**src/rtl/qnco_addr_gen.sv**
```systemverilog
module qnco_addr_gen #(
  parameter int unsigned PERIOD = 24576,
  parameter int unsigned PH_W   = $clog2(PERIOD),
  parameter int unsigned IDX_W  = $clog2(PERIOD / 4)
) (
  input  logic             clk,
  input  logic             rst_n,
  input  logic             load,
  input  logic [PH_W-1:0]  step_in,
  input  logic             adv,
  output logic [IDX_W-1:0] cos_idx,
  output logic [IDX_W-1:0] sin_idx,
  output logic             cos_neg,
  output logic             sin_neg
);
  localparam int unsigned QTR = PERIOD / 4;
  localparam logic [PH_W:0]    FULL_W = (PH_W+1)'(PERIOD);
  localparam logic [PH_W-1:0]  Q1_W   = PH_W'(QTR);
  localparam logic [PH_W-1:0]  Q2_W   = PH_W'(2 * QTR);
  localparam logic [PH_W-1:0]  Q3_W   = PH_W'(3 * QTR);
  localparam logic [IDX_W:0]   QTR_W  = (IDX_W+1)'(QTR);
  localparam logic [IDX_W-1:0] LAST_W = IDX_W'(QTR - 1);

  logic [PH_W-1:0]  phase_q, step_q, base, off;
  logic [PH_W:0]    sum;
  logic [1:0]       quad;
  logic [IDX_W:0]   cfold, sfold;

  assign sum = {1'b0, phase_q} + {1'b0, step_q};

  always_ff @(posedge clk or negedge rst_n) begin
    if (!rst_n) begin
      phase_q <= '0;
      step_q  <= '0;
    end else if (load) begin
      phase_q <= '0;
      step_q  <= step_in;
    end else if (adv) begin
      phase_q <= (sum >= FULL_W) ? PH_W'(sum - FULL_W) : sum[PH_W-1:0];
    end
  end

  always_comb begin
    if (phase_q >= Q3_W) begin
      quad = 2'd3; base = Q3_W;
    end else if (phase_q >= Q2_W) begin
      quad = 2'd2; base = Q2_W;
    end else if (phase_q >= Q1_W) begin
      quad = 2'd1; base = Q1_W;
    end else begin
      quad = 2'd0; base = '0;
    end
  end

  assign off   = phase_q - base;
  assign cfold = quad[0] ? QTR_W - off[IDX_W:0] : off[IDX_W:0];
  assign sfold = QTR_W - cfold;

  assign cos_idx = (cfold == QTR_W) ? LAST_W : cfold[IDX_W-1:0];
  assign sin_idx = (sfold == QTR_W) ? LAST_W : sfold[IDX_W-1:0];
  assign cos_neg = quad[0] ^ quad[1];
  assign sin_neg = quad[1];
endmodule

```
**config.mk**
```make
export PLATFORM = sky130hd
export DESIGN_NAME = qnco_addr_gen
export DESIGN_NICKNAME = d
export VERILOG_FILES = /design/src/rtl/qnco_addr_gen.sv
export SDC_FILE = /design/constraint.sdc
export NUM_CORES = 1
export LEC_CHECK = 0
export ABC_AREA = 0
export ABC_CLOCK_PERIOD_IN_PS = 3100
export BUFFER_PORTS_ARGS = -buffer_cell sky130_fd_sc_hd__buf_4
export CORE_ASPECT_RATIO = 0.8
export CORE_MARGIN = 1
export CORE_UTILIZATION = 52
export DETAILED_ROUTE_END_ITERATION = 16
export HOLD_SLACK_MARGIN = 0.15
export PLACE_DENSITY_LB_ADDON = 0.15
export RECOVER_POWER = 50
export SYNTH_ARGS = -nofsm -noshare
export SYNTH_HDL_FRONTEND = slang
export SYNTH_SLANG_ARGS = --single-unit
export TNS_END_PERCENT = 50
```
**constraint.sdc**
```tcl
create_clock -name clk -period 3.1 [get_ports clk]
set_clock_uncertainty 0.2 [all_clocks]
set_input_delay 0.31 -clock clk [delete_from_list [all_inputs] [get_ports clk]]
set_output_delay 0.31 -clock clk [all_outputs]
set_load 0.1 [all_outputs]
```
==> results.toml <==
[detailed_routing]
antenna_left = 0
drt_pass1_iterations = 7
drt_iter0_markers = 549
wl_mm = 13.22
post_drt_wl_per_cell_um = 22.44
drc = 0
via_per_inst = 6.472
vias = 3812

[job]
maxCapViolations = 1

[timing]
worst_slew_pin_slew_ns = 1.756
drv_slew = 31
post-route-period-util = 1.364
fin_tns_setup_ns = -24.04
fin_crit_ns = 4.228
rsz0062_at_grt = "yes"
hold_viol_final = 0
finalWorstSetupSlack_ns = -1.128
max_slew_margin = -0.1709
setup_viol = 30
fmax_ghz = 0.2365
whs_ns = 0.2425

[worst_setup_path]
slowest_delay_ns = 0.41
cp_common_cell = "buf_4"
required_ns = 2.59
path_cells = "inv_1 > ha_4 > buf_4 > nand2b_1 > buf_4 > nor3_2 > a21oi_1 > xnor2_1 > buf_4 > buf_4 > nor3_1 > a22oi_2 > o31ai_1 > nand4_1 > buf_6 > buf_12 > o31ai_4 > buf_12"
cp_slowest_cell = "dfrtp_1"
critical-path-top-delay-family = "buffers and inverters"
cp_max_fo = 5
crit_path_end_kind = "primary output"
critPathArrivalTime_ns = 3.72
criticalPathCategory = "flop to primary output"
path_buf_inv = 8
critPathLaunchType = "flop"

[floorplanning]
pin_count = 47
chipWidth_um = 86.68
die_area_um2 = 6045
core-area_um2 = 5495
floorplan.initialDensity = 0.5428
rows = 24
fp.dieH_um = 69.74

[cts]
clkLatencyLatePin_ns = 0.29
cts_made_buffers = 5
cts_tree = "built"
clockBufferDepth = 2
h-tree-depth = 2
clk_pin_slew_ns = 0.07
root_buffer = "clkbuf_8"
clock-sinks = 30

[layout]
nNetsFinal = 547
fin_area_um2 = 5137
nFillCells = 185
area_growth_syn_to_layout_pct = 72.23
stdcell_count = 589
drive_gt1_frac = 0.4451

[power]
power_density_nw_per_um2 = 1180
vdd_drop_max_mv = 1.024
p_leak_nw = 2.394

[logic_synthesis]
syn_nets = 390
synth_top_flop_cell = "dfrtp_1"
syn-instance-count = 352
synth-edff-count = 0
syn-cell-area_um2 = 2983
ys_types = 56
ys_seq_area_frac = 0.2517
yosys_warnings = 0
synth-seq-cells = 30
synthArstFlopShare = 1.000
syn_avg_cell_area_um2 = 8.474

[run_status]
outcome = "finished, violations left"
violations = "capacitance limit, slew limit, setup timing"

[hold_path]
hp-class = "input port to flop"

[grt]
grt_util_all_layers = 0.3799
grt_antenna_before_repair = 1
grt_overflow = 0
grt_pass1_vias = 3666
grt_pass1_wl_mm = 17.81
grt_max_degree = 31

[placed_design]
port_buffers = 46
routabilityCongestion = 0.8774
placed_cells = 553
dpl_cell_area_um2 = 4214
hpwl_mm = 6.156
## synthesized netlist by cell type (2+ instances only)
master / number / share of area
ha_1: 17 / 0.071
nor3_1: 11 / 0.018
nor2b_1: 5 / 0.010
o31a_1: 2 / 0.0059
nand2b_1: 3 / 0.0063
o21ai_0: 19 / 0.032
mux2i_1: 14 / 0.047
o21bai_1: 3 / 0.0075
a21o_1: 10 / 0.025
xnor2_1: 29 / 0.085
and3_1: 2 / 0.0042
o31ai_1: 4 / 0.010
o211a_1: 2 / 0.0067
mux2_2: 18 / 0.068
a31oi_1: 3 / 0.0063
fa_1: 2 / 0.013
clkbuf_1: 10 / 0.013
inv_1: 13 / 0.016
or3_4: 2 / 0.0075
and4_1: 3 / 0.0088
a22oi_1: 5 / 0.013
nand3_1: 8 / 0.013
a21oi_1: 14 / 0.023
a211oi_1: 10 / 0.025
nand4_1: 2 / 0.0042
nor2_1: 39 / 0.049
o211ai_1: 3 / 0.0075
nand2_1: 29 / 0.036
buf_6: 2 / 0.0075
xor2_1: 4 / 0.012
or3_1: 2 / 0.0042
nor4_1: 3 / 0.0063
dfrtp_1: 30 / 0.25
o21a_1: 5 / 0.013
and2_1: 3 / 0.0063
## cells in the final DEF, fill, tap and decap left out, types with 12 or more instances in the layout
master         netlist  layout
a21oi_1             14      12
buf_12               0      26
buf_4                0     115
dfrtp_1             30      29
dlygate4sd3_1        0      16
ha_1                17      15
mux2_2              18      18
mux2i_1             14      13
nand2_1             29      21
nor2_1              39      38
o21ai_0             19      15
xnor2_1             29      26
## per-layer routing
layer	vias up	track usage	share of wire
met4	0	0.1815	0.067
met5	-	0	0
met2	299	0.6561	0.48
met3	108	0.07143	0.086
li1	1604	-	-
met1	1801	0.4512	0.36
## sequential cells by signal (all words and copies together) (netlist names)
name and flops:
phase_q 15, step_q 15
## logic make-up (layout without fill, tap and decap cells)
kind of cell	count (synthesis)	after routing	share of synthesized area
AND/OR/NAND/NOR	119	119	0.1951
flip-flops	30	30	0.2517
adder cells (fa/ha/maj)	19	19	0.08473
buffers and inverters	26	184	0.03817
XOR/XNOR	33	33	0.09689
multiplexers	32	32	0.1149
AO/OA/AOI/OAI	93	93	0.2185
other	0	1	0
## where the power goes
part           leakage (nW)  switching, mW  internal, mW
combinational          1.96           3.12          2.05
sequential            0.372         0.0574         0.445
clock                0.0575          0.162         0.224
total                  2.39           3.34          2.72
## worst register-to-register path: cells and delay by family (launching register included)
family | cells | cell delay, ns
and+or+nand+nor | 3 | 0.58
adders and majority gates | 1 | 0.31
buffers and inverters | 3 | 0.46
muxes | 1 | 0.29
DFF | 1 | 0.39
AOI/OAI and AO/OA | 5 | 0.99
## final timing paths
| path | depth (start not counted) | slack (ns) | to | start |
|---|---|---|---|---|
| setup / recovery | 18 | -1.13 | sin_idx[5] | phase_q[0] |
| hold / removal | 2 | 0.24 | phase_q[6] | load |
| setup reg to reg | 13 | -0.21 | phase_q[13] | phase_q[1] |
| hold reg to reg | 1 | 0.33 | step_q[0] | step_q[0] |
| max in group asynchronous | 2 | 0.69 | phase_q[12] | rst_n |
| min in group asynchronous | 2 | 0.88 | phase_q[12] | rst_n |
## what timing repair did
| item | 4_1_cts | 5_1_grt |
|---|---|---|
| endpoints found under the setup margin | 27 | 30 |
| pin swaps | 2 | 11 |
| gates resized for setup | 97 | 31 |
| hold buffers | 16 | 0 |
| hold endpoints to repair | 45 | 0 |
| cloned | 1 | 0 |
| setup buffers | 4 | 6 |
## through the flow
step | setup WS (ns) | utilization | power, mW
after floorplan | -1.467 | - | 3.378
after global placement | -0.5092 | 0.7668 | 4.394
after detailed placement | -0.6195 | 0.7668 | 4.451
after CTS | -0.7729 | 0.8998 | 5.469
after global routing | -1.269 | 0.9344 | 6.195
final | -1.128 | 0.9349 | 6.060
## final cells by class
type / count / area [um^2] / share of cell area
timing repair buffer: 163 / 1624 / 0.3161
clock buffer: 8 / 110.1 / 0.02143
antenna: 1 / 2.502 / 0.0004871
tap: 78 / 97.59 / 0.01900
multi-input combinational: 296 / 2494 / 0.4854
inverter: 13 / 57.56 / 0.01120
sequential: 30 / 752.0 / 0.1464
Power figures use the tool's default switching activity.
